**config.mk**
```make
export PLATFORM = sky130hd
export DESIGN_NAME = recon_sat_add
export DESIGN_NICKNAME = d
export VERILOG_FILES = /design/src/rtl/recon_pkg.sv /design/src/rtl/recon_lane.sv /design/src/rtl/recon_beat_ctr.sv /design/src/rtl/recon_out_reg.sv /design/src/rtl/recon_sat_add.sv
export SDC_FILE = /design/constraint.sdc
export NUM_CORES = 1
export LEC_CHECK = 0
export BUFFER_PORTS_ARGS = -buffer_cell sky130_fd_sc_hd__buf_4
export CORE_MARGIN = 10
export CORE_UTILIZATION = 55
export CTS_BUF_LIST = sky130_fd_sc_hd__clkbuf_8
export DETAILED_ROUTE_END_ITERATION = 8
export GPL_ROUTABILITY_DRIVEN = 1
export PLACE_DENSITY_LB_ADDON = 0.1
export REMOVE_ABC_BUFFERS = 1
export SYNTH_ARGS = -nofsm -noshare
export SYNTH_HDL_FRONTEND = slang
export SYNTH_HIERARCHICAL = 1
export SYNTH_SLANG_ARGS = --single-unit
export TNS_END_PERCENT = 10
```
**constraint.sdc**
```tcl
create_clock -name clk -period 4.1 [get_ports clk]
set_input_delay 0.205 -clock clk [delete_from_list [all_inputs] [get_ports clk]]
set_output_delay 0.205 -clock clk [all_outputs]
set_load 0.03 [all_outputs]
```
**src/rtl/recon_pkg.sv**
```systemverilog
`timescale 1ns/1ps
package recon_pkg;
  localparam int unsigned DEF_LANES = 4;
  localparam int unsigned DEF_PIX_W = 8;
  localparam int unsigned DEF_RES_W = 16;
  localparam int unsigned DEF_ROWS  = 8;
  localparam int unsigned DEF_COLS  = 8;

  function automatic int unsigned beats_per_block(int unsigned rows, int unsigned cols,
                                                  int unsigned lanes);
    return (rows * cols) / lanes;
  endfunction
endpackage

```
**src/rtl/recon_lane.sv**
```systemverilog
`timescale 1ns/1ps
module recon_lane #(
  parameter int unsigned PIX_W = 8,
  parameter int unsigned RES_W = 16
) (
  input  logic [PIX_W-1:0] pix,
  input  logic [RES_W-1:0] res,
  input  logic             use_res,
  output logic [PIX_W-1:0] q
);
  localparam int unsigned SW = RES_W + 1;
  localparam logic signed [SW-1:0] S_MAX = signed'({2'b00, {(RES_W-1){1'b1}}});
  localparam logic signed [SW-1:0] S_MIN = signed'({2'b11, {(RES_W-1){1'b0}}});

  logic signed [SW-1:0] ext_pix;
  logic signed [SW-1:0] ext_res;
  logic signed [SW-1:0] wide;
  logic [RES_W-1:0]     sat;
  logic [PIX_W-1:0]     clip;

  // widen both operands by one bit so the sum cannot wrap
  always_comb begin
    ext_pix = signed'({{(SW-PIX_W){1'b0}}, pix});
    ext_res = signed'({res[RES_W-1], res});
    wide    = ext_pix + ext_res;
  end

  // saturate to the signed residual range
  always_comb begin
    if (wide > S_MAX)      sat = {1'b0, {(RES_W-1){1'b1}}};
    else if (wide < S_MIN) sat = {1'b1, {(RES_W-1){1'b0}}};
    else                   sat = wide[RES_W-1:0];
  end

  // clamp to the unsigned pixel range
  always_comb begin
    if (sat[RES_W-1])               clip = '0;
    else if (|sat[RES_W-2:PIX_W])   clip = '1;
    else                            clip = sat[PIX_W-1:0];
  end

  assign q = use_res ? clip : pix;
endmodule

```
**src/rtl/recon_beat_ctr.sv**
```systemverilog
`timescale 1ns/1ps
module recon_beat_ctr #(
  parameter int unsigned BEATS = 16
) (
  input  logic clk,
  input  logic rst_n,
  input  logic adv,
  output logic first,
  output logic final_beat
);
  localparam int unsigned CW = (BEATS > 1) ? $clog2(BEATS) : 1;
  localparam logic [CW-1:0] LAST_IDX = CW'(BEATS - 1);

  logic [CW-1:0] cnt_q;

  assign first      = (cnt_q == '0);
  assign final_beat = (cnt_q == LAST_IDX);

  always_ff @(posedge clk or negedge rst_n) begin
    if (!rst_n)    cnt_q <= '0;
    else if (adv)  cnt_q <= final_beat ? '0 : cnt_q + 1'b1;
  end
endmodule

```
**src/rtl/recon_out_reg.sv**
```systemverilog
`timescale 1ns/1ps
module recon_out_reg #(
  parameter int unsigned W = 33
) (
  input  logic         clk,
  input  logic         rst_n,
  input  logic         in_valid,
  output logic         in_ready,
  input  logic [W-1:0] in_data,
  output logic         out_valid,
  input  logic         out_ready,
  output logic [W-1:0] out_data
);
  logic         vld_q;
  logic [W-1:0] dat_q;
  logic         load;

  assign in_ready  = !vld_q || out_ready;
  assign load      = in_valid && in_ready;
  assign out_valid = vld_q;
  assign out_data  = dat_q;

  always_ff @(posedge clk or negedge rst_n) begin
    if (!rst_n)         vld_q <= 1'b0;
    else if (in_ready)  vld_q <= in_valid;
  end

  always_ff @(posedge clk or negedge rst_n) begin
    if (!rst_n)     dat_q <= '0;
    else if (load)  dat_q <= in_data;
  end
endmodule

```
**src/rtl/recon_sat_add.sv**
```systemverilog
`timescale 1ns/1ps
module recon_sat_add
  import recon_pkg::*;
#(
  parameter int unsigned LANES = DEF_LANES,
  parameter int unsigned PIX_W = DEF_PIX_W,
  parameter int unsigned RES_W = DEF_RES_W,
  parameter int unsigned ROWS  = DEF_ROWS,
  parameter int unsigned COLS  = DEF_COLS
) (
  input  logic                   clk,
  input  logic                   rst_n,
  input  logic                   s_valid,
  output logic                   s_ready,
  input  logic                   s_res_en,
  input  logic [LANES*PIX_W-1:0] s_pix,
  input  logic [LANES*RES_W-1:0] s_res,
  output logic                   m_valid,
  input  logic                   m_ready,
  output logic [LANES*PIX_W-1:0] m_pix,
  output logic                   m_last
);
  localparam int unsigned BEATS = beats_per_block(ROWS, COLS, LANES);
  localparam int unsigned DW    = LANES * PIX_W;

  logic          accept;
  logic          first;
  logic          final_beat;
  logic          blk_en_q;
  logic          eff_en;
  logic [DW-1:0] recon;
  logic [DW:0]   out_word;

  assign accept = s_valid && s_ready;

  recon_beat_ctr #(.BEATS(BEATS)) u_ctr (
    .clk        (clk),
    .rst_n      (rst_n),
    .adv        (accept),
    .first      (first),
    .final_beat (final_beat)
  );

  // block-wide residual enable, captured on beat 0
  always_ff @(posedge clk or negedge rst_n) begin
    if (!rst_n)                 blk_en_q <= 1'b0;
    else if (accept && first)   blk_en_q <= s_res_en;
  end

  assign eff_en = first ? s_res_en : blk_en_q;

  for (genvar i = 0; i < LANES; i++) begin : g_lane
    recon_lane #(.PIX_W(PIX_W), .RES_W(RES_W)) u_lane (
      .pix     (s_pix[i*PIX_W +: PIX_W]),
      .res     (s_res[i*RES_W +: RES_W]),
      .use_res (eff_en),
      .q       (recon[i*PIX_W +: PIX_W])
    );
  end

  recon_out_reg #(.W(DW + 1)) u_oreg (
    .clk       (clk),
    .rst_n     (rst_n),
    .in_valid  (s_valid),
    .in_ready  (s_ready),
    .in_data   ({final_beat, recon}),
    .out_valid (m_valid),
    .out_ready (m_ready),
    .out_data  (out_word)
  );

  assign m_pix  = out_word[DW-1:0];
  assign m_last = out_word[DW];
endmodule

```
* Word level (Yosys, flattened, before mapping)
Index checks and enable logic that the tools add are counted.
** Cells by class
- Reductions and logical operators :: 9
- Equality and inequality tests :: 1
- $lt $le $gt $ge :: 8
- Add/sub/neg operators :: 5
- Multiplexer cells :: 22
** Operators with widths (number)
- 16-bit two-way mux :: 8
- 8-bit two-way mux :: 12
- 9-bit by 16-bit adder with 17-bit output :: 4
- 17-bit by 16-bit > comparator with 1-bit output, second input constant :: 4
- 17-bit by 16-bit < comparator with 1-bit output, second input constant :: 4
- 7-bit OR reduction :: 4
- 4-bit by 1-bit adder with 4-bit output, second input constant :: 1
- 4-bit == test, second input constant :: 1
- 4-bit logical NOT :: 1
- 4-bit two-way mux :: 1
- 1-bit logical AND :: 2
- 1-bit logical NOT :: 1
- 1-bit logical OR :: 1
- 1-bit two-way mux :: 1
** Storage, ports and cells
- Logic and storage cells :: 49
- Output and inout bits :: 35
- Flip-flop bits (word level) :: 39

* Depth between registers and ports, before layout
Gate-level depths: netlist (run 1).
- Depth in word-level cells :: 8
- Mapped depth :: 12
- Depth with buffers taken out :: 11

* By module
Netlist (run 1), hierarchy kept.
** By module, submodules not included
- recon_out_reg :: times used 1, area each 1427.6 sq um, cells each 73, sequential area each 850.8 sq um
- recon_lane (g_lane[1].u_lane ...) :: times used 2, area each 686.9 sq um, cells each 93, sequential area each 0.0 sq um
- recon_lane (g_lane[0].u_lane ...) :: times used 2, area each 650.6 sq um, cells each 92, sequential area each 0.0 sq um
- recon_beat_ctr :: times used 1, area each 216.5 sq um, cells each 20, sequential area each 100.1 sq um
- recon_sat_add :: times used 1, area each 62.6 sq um, cells each 5, sequential area each 25.0 sq um

* Worst setup path before layout (run 1)
No wires, ideal clock.
- Path kind :: in2reg
- Start point :: in s_pix[8]
- End point :: reg u_oreg.dat_q[10] (netlist: u_oreg/out_data[10])
- Path slack :: 1765 ps
- Data required time :: 3975 ps
- Library setup time :: 125 ps
- Stages on the path :: 11
- Path buffers :: 0
- Arrival :: 2210 ps
- Cells stage by stage :: ha_1 -> inv_1 -> fa_1 -> nor2b_1 -> o31ai_2 -> a21oi_1 -> a31o_1 -> o21ai_2 -> a211oi_4 -> o21ai_1 -> mux2_4
** On the way
- Word-level cells in the longest chain between the ends :: 8
- Elaborated cells between the ends (all ways) :: 9
- Those cells by class :: 1 x add/sub; 2 x order compare; 5 x mux; 1 x reduce/logical
** RTL lines
- start: declaration :: RTL line recon_sat_add.sv:16 : input logic [LANES*PIX_W-1:0] s_pix,
- 9-bit by 16-bit adder with 17-bit output (*) :: RTL line recon_lane.sv:25 : wide = ext_pix + ext_res;
- 17-bit by 16-bit < comparator with 1-bit output :: RTL line recon_lane.sv:31 : else if (wide < S_MIN) sat = {1'b1, {(RES_W-1){1'b0}}};
- 16-bit two-way mux :: RTL line recon_lane.sv:31
- 16-bit two-way mux (*) :: RTL line recon_lane.sv:30 : if (wide > S_MAX) sat = {1'b0, {(RES_W-1){1'b1}}};
- 7-bit OR reduction :: RTL line recon_lane.sv:38 : else if (|sat[RES_W-2:PIX_W]) clip = '1;
- 8-bit two-way mux :: RTL line recon_lane.sv:38
- 8-bit two-way mux (*) :: RTL line recon_lane.sv:37 : if (sat[RES_W-1]) clip = '0;
- 8-bit two-way mux (*) :: RTL line recon_lane.sv:42 : assign q = use_res ? clip : pix;
- via recon[10] :: RTL line recon_sat_add.sv:31 : logic [DW-1:0] recon;
- end signal: assignment :: RTL line recon_out_reg.sv:30 : else if (load) dat_q <= in_data;
- end: declaration :: RTL line recon_out_reg.sv:15 : logic [W-1:0] dat_q;
Mark *: on every way through the listed nets, which the timed path passes. The rest lies on a longest branch.
A chain may end at the register's enable or synchronous reset.

* Worst setup path in the final report (run 1)
- Start point :: reg u_ctr.cnt_q[0]
- End point :: reg u_oreg.dat_q[24] (netlist: u_oreg/out_data[24])
** On the way
- Word-level cells in the longest chain between the ends :: 3
** RTL lines
- start: declaration :: RTL line recon_beat_ctr.sv:14 : logic [CW-1:0] cnt_q;
- start signal: assignment :: RTL line recon_beat_ctr.sv:21 : else if (adv) cnt_q <= final_beat ? '0 : cnt_q + 1'b1;
- 4-bit logical NOT :: RTL line recon_beat_ctr.sv:16 : assign first = (cnt_q == '0);
- via first :: RTL line recon_sat_add.sv:27 : logic first;
- 1-bit two-way mux :: RTL line recon_sat_add.sv:50 : assign eff_en = first ? s_res_en : blk_en_q;
- via eff_en :: RTL line recon_sat_add.sv:30 : logic eff_en;
- 8-bit two-way mux :: RTL line recon_lane.sv:42
- via recon[24] :: RTL line recon_sat_add.sv:31
The timed path passes the listed nets, and every way through them passes these cells.

==> results.cfg, run 1 <==
[floorplanning]
die_area_um2 = 11940
die_h_um = 109.3
fp.dieW_um = 109.3
core_area_um2 = 7727
io_pins = 136
fp-row-count = 32
initial_core_util_pct = 56.70

[yosys]
yosys_warnings = 6
syn_area_um2 = 4382
ys.flop_type = dfrtp_1
synth_mux_area_share_pct = 12.16
synth_edf_count = 0
yosysTopAreaCellShare_pct = 22.27
synth_top_area_cell = dfrtp_1
synth_xor_area_share_pct = 4.597
synth_fa_ha_area_share_pct = 11.54
async_reset_ff_share_pct = 100.0
yosys.area_share.simple_pct = 14.45
synth-compound-area-share_pct = 30.70
synth_cell_types = 60
syn_inst = 468
syn-mean-instance-area_um2 = 9.363
yosysSeqAreaShare_pct = 22.27
ys_seq_elements = 39
synth_top_family_by_area = compound AO/OA/AOI/OAI gates
synth_area_leaders = dfrtp_1 22%, mux2_4 11%, ha_1 9.7%, xnor2_1 3.0%, a21oi_1 3.0%

[pwr]
ir_drop_v = 0.0002129
p_seq_share_pct = 26.1
p_leak_nw = 2.638
p_per_area_nw_per_um2 = 486.9
p_switching_mw = 1.181
pwr-share-comb_pct = 62.5
p_sw_share_pct = 43.71
p_total_mw = 2.702
pwr-share-clk_pct = 11.4
p_int_mw = 1.521

[timing]
slew_headroom_pct = 53.40
tns_ns = 0
setup_viol = 0
hold_viol = 0
min_period_over_period_pct = 66.28
slew_viol_final = 0
max_slew.worst_pin.slew_ns = 0.6960
min_period_ns = 2.717
fmax_mhz = 368.0
hold_ws_ns = 0.1527
finClkSkew_ns = 0.01057
final.setup.worst_slack_ns = 1.383
rsz0062_at_grt = no

[critical_path]
crit_path_end_kind = flop
cp.required_ns = 4.27
crit_chain = inv_1, ha_1, nor3b_1, mux2_2, o21ai_2, inv_1, a22oi_1, o21ai_1, mux2_4
crit_top_cell = inv_1
slowest_stage = mux2_2
worstSetupPathType = flop to flop
cp.arrival_ns = 2.89
path_buf_inv = 2
cp_max_fo = 24
cp_slowest_stage_delay_ns = 0.57
reg2reg_depth = 9
critPathTopFamily = multiplexers
cp-start-kind = flop
crit_cells = 9

[grt]
grt_util_all_layers_pct = 19.05
antenna_found_initial = 0
grt_pass1_wl_mm = 19.09
grt_max_degree = 40
grt_pass1_vias = 4176
grt_overflow = 0

[worst_hold_path]
holdPathStages = 2
hold_path_class = primary input to flop

[placement]
place_inst = 698
globalplace.congestion = 0.9076
dpl.hpwl_mm = 9.987
io_buffers = 135
pre_cts_ws_ns = 1.231

[drt]
ant_nets = 0
dr.pass1.iters = 4
drc_errors = 0
drt_iter0_markers = 203
wl_per_cell_um = 17.03
vias = 4241
wl_mm = 12.02
routed_via_density = 6.007

[cells_and_area]
mostFrequentLayoutCell = buf_4
final_cell_mix = 135 x buf_4, 39 x dfrtp_1, 34 x ha_1
syn_to_final_growth_pct = 26.64
drive_above_1_share_pct = 37.25
antennaDiodeCount = 0
fillers = 618
instances_no_fill = 706
nets = 743

[clock_network]
cts_made_buffers = 5
cts_tree = built
clk_pin_slew_ns = 0.08
clockBufferDepth = 2
clockRootBuffer = clkbuf_8
numClockSinks = 39
clock_latency_ns = 0.29
h-tree-depth = 2
post_cts_resized = 0

[outcome]
outcome = completed

[job]
drv_cap = 0
-- kinds of logic (layout without fill, tap and decap cells) --
kind of cell    Yosys count  count (layout)
compound gates          187             187
xor+xnor                 23              23
fa+ha+maj                38              38
buf+inv                  33             169
flops                    39              39
mux                      37              37
simple gates            111             111
-- final cells by class --
cell class / instances / area [µm²] / area share, %
timing repair buffer: 136 / 1023 / 18.44
inverter: 26 / 97.59 / 1.759
tap: 102 / 127.6 / 2.300
clock inverter: 2 / 37.54 / 0.6764
multi-input combinational: 396 / 3218 / 57.99
sequential: 39 / 975.9 / 17.59
clock buffer: 5 / 68.82 / 1.240
-- synth_stat cells, types with 8 or more instances --
cell / n
a21o_1: 17
a21oi_1: 26
a22oi_1: 12
a31oi_1: 18
and3_2: 10
dfrtp_1: 39
ha_1: 34
inv_1: 26
mux2_4: 31
nand2_1: 14
nand2b_1: 9
nand3_1: 13
nor2_1: 22
nor3_1: 8
o211ai_1: 8
o21a_1: 8
o21ai_0: 25
o21ai_1: 20
xnor2_1: 15
xor2_1: 8
-- worst reg2reg max path: stages (launching register included) --
cell     delay (ns)
dfrtp_1        0.43
inv_1          0.08
ha_1           0.14
nor3b_1        0.27
mux2_2         0.57
o21ai_2        0.30
inv_1          0.23
a22oi_1        0.20
o21ai_1        0.11
mux2_4         0.28
-- timing repair --
item	CTS	global route
endpoints found under the hold margin	39	0
hold buffers	1	0
endpoints found under the setup margin	0	0
setup buffers	0	0
-- path summary, 6_finish.rpt --
check | start | endpoint | slack, ns
setup / recovery | u_ctr/cnt_q[0] | u_oreg/out_data[24] | 1.38
hold / removal | s_valid | u_oreg/out_valid | 0.15
setup reg to reg | u_ctr/cnt_q[0] | u_oreg/out_data[24] | 1.38
hold reg to reg | blk_en_q | blk_en_q | 0.51
max in group asynchronous | rst_n | u_oreg/out_data[12] | 3.33
min in group asynchronous | rst_n | u_oreg/out_data[1] | 0.41
-- layer usage --
metal	global-route usage, %	wire, µm	up-vias
met4	4.740	145	0
met3	5.664	921	11
met2	33.12	5990	119
met5	0	0	-
li1	-	-	2078
met1	22.47	4963	2033
-- registers in the layout, indices dropped and copies added (netlist names) --
signal / flops
u_ctr/cnt_q: 4
blk_en_q: 1
u_oreg/out_valid: 1
u_oreg/out_data: 33
-- metrics by stage --
| stage | area [µm²] | util, % |
|---|---|---|
| 2_1_floorplan | 4292 | - |
| 5_1_grt | 5549 | 71.81 |
| 3_5_place_dp | 5433 | 70.30 |
| 4_1_cts | 5549 | 71.81 |
| 3_3_place_gp | 5433 | 70.30 |
| 6_report | 5549 | 71.81 |
-- power by group through the flow --
stage | logic, mW | clock network (mW) | registers, mW
floorplan | 0.810 | 0 | 1.01
global placement | 1.65 | 0 | 0.709
detailed placement | 1.70 | 0 | 0.707
CTS | 1.70 | 0.318 | 0.706
global route | 1.82 | 0.338 | 0.729
finish | 1.69 | 0.307 | 0.705
No activity file was read; power rests on OpenSTA's default activity.
==> run 2: changes to the inputs <==
--- a/config.mk
+++ b/config.mk
@@ -5,9 +5,10 @@
 export SDC_FILE = /design/constraint.sdc
 export NUM_CORES = 1
 export LEC_CHECK = 0
+export ABC_AREA = 1
 export BUFFER_PORTS_ARGS = -buffer_cell sky130_fd_sc_hd__buf_4
 export CORE_MARGIN = 10
-export CORE_UTILIZATION = 55
+export CORE_UTILIZATION = 51
 export CTS_BUF_LIST = sky130_fd_sc_hd__clkbuf_8
 export DETAILED_ROUTE_END_ITERATION = 8
 export GPL_ROUTABILITY_DRIVEN = 1
==> constraint.sdc (replaced) <==
create_clock -name clk -period 2.4 [get_ports clk]
set_input_delay 0.12 -clock clk [delete_from_list [all_inputs] [get_ports clk]]
set_output_delay 0.12 -clock clk [all_outputs]
set_load 0.03 [all_outputs]
==> results.cfg, run 2 <==
[outcome]
outcome = completed

[yosys]
synth.most_common_cell = nand2_1
yosys-top-cells-count = 430 x nand2_1, 145 x inv_1, 119 x nand3_1
yosysSeqAreaShare_pct = 17.21
synth_area_leaders = nand2_1 28%, dfrtp_1 17%, nand3_1 11%, inv_1 9.6%, ha_1 7.5%
syn_area_um2 = 5672
syn-mean-instance-area_um2 = 5.835
async_reset_ff_share_pct = 100.0
syn_inst = 972
ys_seq_elements = 39
yosys_warnings = 6
yosysTopAreaCellShare_pct = 28.46
synth_edf_count = 0
synth_cell_types = 32
ys.flop_type = dfrtp_1
synth_top_area_cell = nand2_1

[drt]
drt_iter0_markers = 385
routed_via_density = 4.926
drc_errors = 0
dr.pass1.iters = 5
ant_nets = 0
vias = 6123
wl_mm = 15.39
wl_per_cell_um = 12.38

[critical_path]
r2r_start = u_ctr/cnt_q[0]
cp_slowest_stage_delay_ns = 0.46
crit_chain = inv_1, ha_1, nand2_1, nor2_1, o21ai_0, buf_4, and2_1, nand2_1, nand2_1, nand3_1, nand2_1
slowest_stage = o21ai_0
crit_path_end_kind = flop
cp_max_fo = 8
crit_top_cell = nand2_1
worstReg2RegEnd = u_oreg/out_data[25]
reg2reg_depth = 11
r2r_setup_slack_ns = 0.29
cp.required_ns = 2.63
cp-start-kind = flop
worstSetupPathType = flop to flop
cp.arrival_ns = 2.33

[worst_hold_path]
holdPathStages = 3
hold_start = s_res_en
min_to = blk_en_q
hold_path_class = primary input to flop

[timing]
slew_viol_final = 0
hold_viol = 0
tns_ns = 0
fmax_mhz = 474.8
rsz0062_at_grt = no
max_slew.worst_pin.slew_ns = 0.5299
slew_headroom_pct = 64.30
min_period_ns = 2.106
finClkSkew_ns = 0.006785
min_period_over_period_pct = 87.76
setup_viol = 0

[pwr]
p_leak_nw = 4.127
p_per_area_nw_per_um2 = 605.7
ir_drop_v = 0.0005341

[grt]
grt_pass1_vias = 5658
grt_pass1_wl_mm = 25.74
grt_overflow = 0
antenna_found_initial = 0
grt_util_all_layers_pct = 18.63
grt_max_degree = 40

[floorplanning]
io_pins = 136
core_area_um2 = 10840
fp.dieW_um = 125.5
fp-row-count = 38
initial_core_util_pct = 52.32
die_h_um = 125.5
die_area_um2 = 15740

[placement]
globalplace.congestion = 0.9806
io_buffers = 135
dpl.hpwl_mm = 13.14

[cells_and_area]
final_cell_mix = 430 x nand2_1, 145 x inv_1, 137 x buf_4
fin_util_pct = 63.22
syn_to_final_growth_pct = 20.83
mostFrequentLayoutCell = nand2_1
antennaDiodeCount = 0
largest_reg_flops = 33
nets = 1242
drive_above_1_share_pct = 18.31

[clock_network]
clockBufferDepth = 2
cts_tree = built
clk_pin_slew_ns = 0.08
clockRootBuffer = clkbuf_8
h-tree-depth = 2
clock_latency_ns = 0.28
cts_made_buffers = 5
numClockSinks = 39

[job]
drv_cap = 0
run 2: metrics by stage:
step | total power [mW] | setup WS (ns) | std cells | hold slack (ns) | area, µm²
3_3_place_gp | 3.635 | 0.04639 | 1235 | 0.1209 | 6736
2_1_floorplan | 2.733 | 0.3722 | 958 | -0.1756 | 5533
4_1_cts | 4.192 | 0.1311 | 1243 | 0.1012 | 6853
3_5_place_dp | 3.655 | 0.01055 | 1235 | 0.1241 | 6736
6_report | 4.151 | 0.2939 | 1243 | 0.1058 | 6853
5_1_grt | 4.523 | 0.0004921 | 1243 | 0.1198 | 6853
run 2: area by class of cell:
class,count,area [µm²]
clock buffers,5,68.82
multi-input cells,768,3990
repair buffers,138,1039
clock inverters,2,37.54
fillers,1115,3988
well taps,140,175.2
flip-flops and latches,39,975.9
inverters,151,566.8
run 2: cell families (layout without fill, tap and decap cells):
| group | after synthesis | count (layout) | synth area share [%] |
|---|---|---|---|
| fa+ha+maj | 38 | 38 | 8.913 |
| xor+xnor | 32 | 32 | 4.942 |
| buf+inv | 165 | 296 | 12.44 |
| simple gates | 682 | 682 | 54.82 |
| flops | 39 | 39 | 17.21 |
| compound gates | 16 | 16 | 1.677 |
run 2: critical path: cells and delay by family, from the launching register on:
family	cells	cell delay, ns
AO/OA/AOI/OAI	1	0.46
adder cells (fa/ha/maj)	1	0.19
buffers and inverters	2	0.32
flip-flops	1	0.38
AND/OR/NAND/NOR	7	0.71
run 2: repair_timing:
item	CTS	global route
hold endpoints to repair	39	0
resized for setup	0	2
endpoints found under the setup margin	0	16
setup buffers	0	0
hold buffers	1	0
run 2: metal layers:
layer | share of wire (%) | vias to the layer above | GRT usage, %
met5 | 0 | - | 0
met4 | 0.62 | 0 | 2.981
met3 | 6.0 | 8 | 3.591
met2 | 48 | 154 | 31.89
met1 | 46 | 2690 | 24.02
li1 | - | 3271 | -
run 2: worst max path at each step:
| stage | startpoint | to | slack (ns) | cells after the start |
|---|---|---|---|---|
| after global placement | s_pix[8] | u_oreg/out_data[13] | 0.05 | 18 |
| final | u_ctr/cnt_q[0] | u_oreg/out_data[25] | 0.29 | 11 |
| after floorplan | s_pix[8] | u_oreg/out_data[10] | 0.37 | 17 |
| after detailed placement | s_pix[8] | u_oreg/out_data[10] | 0.01 | 18 |
| after global routing | s_pix[8] | u_oreg/out_data[9] | 0.0005 | 18 |
| after CTS | u_ctr/cnt_q[0] | u_oreg/out_data[3] | 0.13 | 11 |
run 2: power by group:
group          internal [mW]  leakage [nW]  total [mW]  switching [mW]
Combinational          0.930          3.59        2.54            1.61
Sequential             0.916         0.483        1.08           0.169
Clock                  0.304        0.0502       0.530           0.226
==> run 3: changes to the inputs <==
--- a/config.mk
+++ b/config.mk
@@ -6,11 +6,11 @@
 export NUM_CORES = 1
 export LEC_CHECK = 0
 export ABC_AREA = 1
-export BUFFER_PORTS_ARGS = -buffer_cell sky130_fd_sc_hd__buf_4
 export CORE_MARGIN = 10
-export CORE_UTILIZATION = 51
+export CORE_UTILIZATION = 55
 export CTS_BUF_LIST = sky130_fd_sc_hd__clkbuf_8
 export DETAILED_ROUTE_END_ITERATION = 8
+export DONT_BUFFER_PORTS = 1
 export GPL_ROUTABILITY_DRIVEN = 1
 export PLACE_DENSITY_LB_ADDON = 0.1
 export REMOVE_ABC_BUFFERS = 1
==> results.cfg, run 3 (synthesized netlist as in run 2, its figures left out) <==
[timing]
min_period_over_period_pct = 85.40
max_slew.worst_pin.slew_ns = 0.3990
fmax_mhz = 487.9
slew_viol_final = 0
rsz0062_at_grt = no
hold_viol = 0
tns_ns = 0
setup_viol = 0
slew_headroom_pct = 73.37
finClkSkew_ns = 0.01058
final.setup.worst_slack_ns = 0.3505
hold_ws_ns = 0.03606
min_period_ns = 2.050

[critical_path]
crit_path_end_kind = flop
cp.arrival_ns = 2.28
worstSetupPathType = primary input to flop
r2r_setup_slack_ns = 0.35
reg2reg_depth = 12
cp_max_fo = 8
cp-start-kind = primary input
cp.required_ns = 2.63

[grt]
antenna_found_initial = 0
grt_pass1_vias = 5309
grt_pass1_wl_mm = 25.23
grt_util_all_layers_pct = 20.28
grt_overflow = 0
grt_max_degree = 40

[drt]
ant_nets = 0
routed_via_density = 5.006
vias = 5552
wl_per_cell_um = 13.65
wl_mm = 15.14
drt_iter0_markers = 410
dr.pass1.iters = 5
drc_errors = 0

[clock_network]
numClockSinks = 39
cts_tree = built
clockBufferDepth = 2
cts_setup_buffers = 0
clock_latency_ns = 0.29
cts_made_buffers = 5
h-tree-depth = 2
clockRootBuffer = clkbuf_8
clk_pin_slew_ns = 0.08

[placement]
globalplace.congestion = 0.8542
place_inst = 1097
dpl.hpwl_mm = 12.68
pre_cts_ws_ns = 0.04872
io_buffers = 0

[floorplanning]
die_area_um2 = 14770
io_pins = 136
die_h_um = 121.6
fp.dieW_um = 121.6
initial_core_util_pct = 55.69
core_area_um2 = 10180
fp-row-count = 37

[cells_and_area]
fillers = 1096
largest_reg_flops = 33
syn_to_final_growth_pct = 3.508
nets = 1111
regArea_um2 = 975.9
mostFrequentLayoutCell = nand2_1
drive_above_1_share_pct = 7.194
multiInputGateArea_um2 = 3990
instances_no_fill = 1109
antennaDiodeCount = 0
final_cell_mix = 430 x nand2_1, 146 x inv_1, 119 x nand3_1

[pwr]
p_total_mw = 3.574
ir_drop_v = 0.0003643
p_leak_nw = 3.495
p_per_area_nw_per_um2 = 608.8

[worst_hold_path]
hold_path_class = primary input to flop
holdPathStages = 3

[outcome]
outcome = completed

[job]
drv_cap = 0
run 3: changes by cell type in the layout (fill, tap and decap cells not counted), sizes merged:
cell,change
clkinv,+1
buf,-132
dlygate4sd3,+1
inv,+1
bufinv,-1
run 3: metrics by stage:
stage | cell area, µm² | util (%)
after global placement | 5725 | 56.22
after floorplan | 5533 | -
final | 5871 | 57.64
after CTS | 5871 | 57.64
after global routing | 5871 | 57.64
after detailed placement | 5725 | 56.22
run 3: layout make-up:
| type | instances | share of cell area [%] |
|---|---|---|
| clock inverter | 3 | 0.2771 |
| multi-input combinational | 768 | 67.97 |
| timing repair buffer | 7 | 1.407 |
| inverter | 151 | 9.655 |
| tap | 136 | 2.899 |
| clock buffer | 5 | 1.172 |
| sequential | 39 | 16.62 |
run 3: per-layer routing:
layer	vias to the layer above	share of wire (%)	global-route usage, %
met3	8	8.8	6.475
met5	-	0	0
met2	122	46	33.69
met4	0	0.74	3.279
li1	3001	-	-
met1	2421	45	25.59
run 3: critical path: stages:
cell,delay (ns)
ha_1,0.20
inv_1,0.07
fa_1,0.41
inv_1,0.10
nand2_1,0.05
nand2_1,0.08
nand3_1,0.07
nand2_1,0.12
nand3_2,0.09
o21ai_2,0.14
or2_1,0.33
nand2_8,0.10
nand3_1,0.08
nand2_1,0.05
nand2_1,0.08
nand3_1,0.08
nand2_1,0.09
run 3: path summary, 6_finish.rpt:
path / to / startpoint
setup / recovery: u_oreg/out_data[13] / s_pix[8]
hold / removal: blk_en_q / s_valid
setup reg to reg: u_oreg/out_data[13] / u_ctr/cnt_q[0]
hold reg to reg: blk_en_q / blk_en_q
max in group asynchronous: u_oreg/out_data[23] / rst_n
min in group asynchronous: u_oreg/out_data[2] / rst_n
run 3: repair_timing:
item,in CTS,in global routing
resized for setup,0,3
endpoints found under the setup margin,0,16
hold endpoints to repair,73,0
hold buffers,4,0
run 3: report_power, final:
part,total [mW],internal (mW),switching [mW]
Combinational,1.54,0.571,0.972
Sequential,1.60,0.908,0.690
Clock,0.434,0.199,0.235
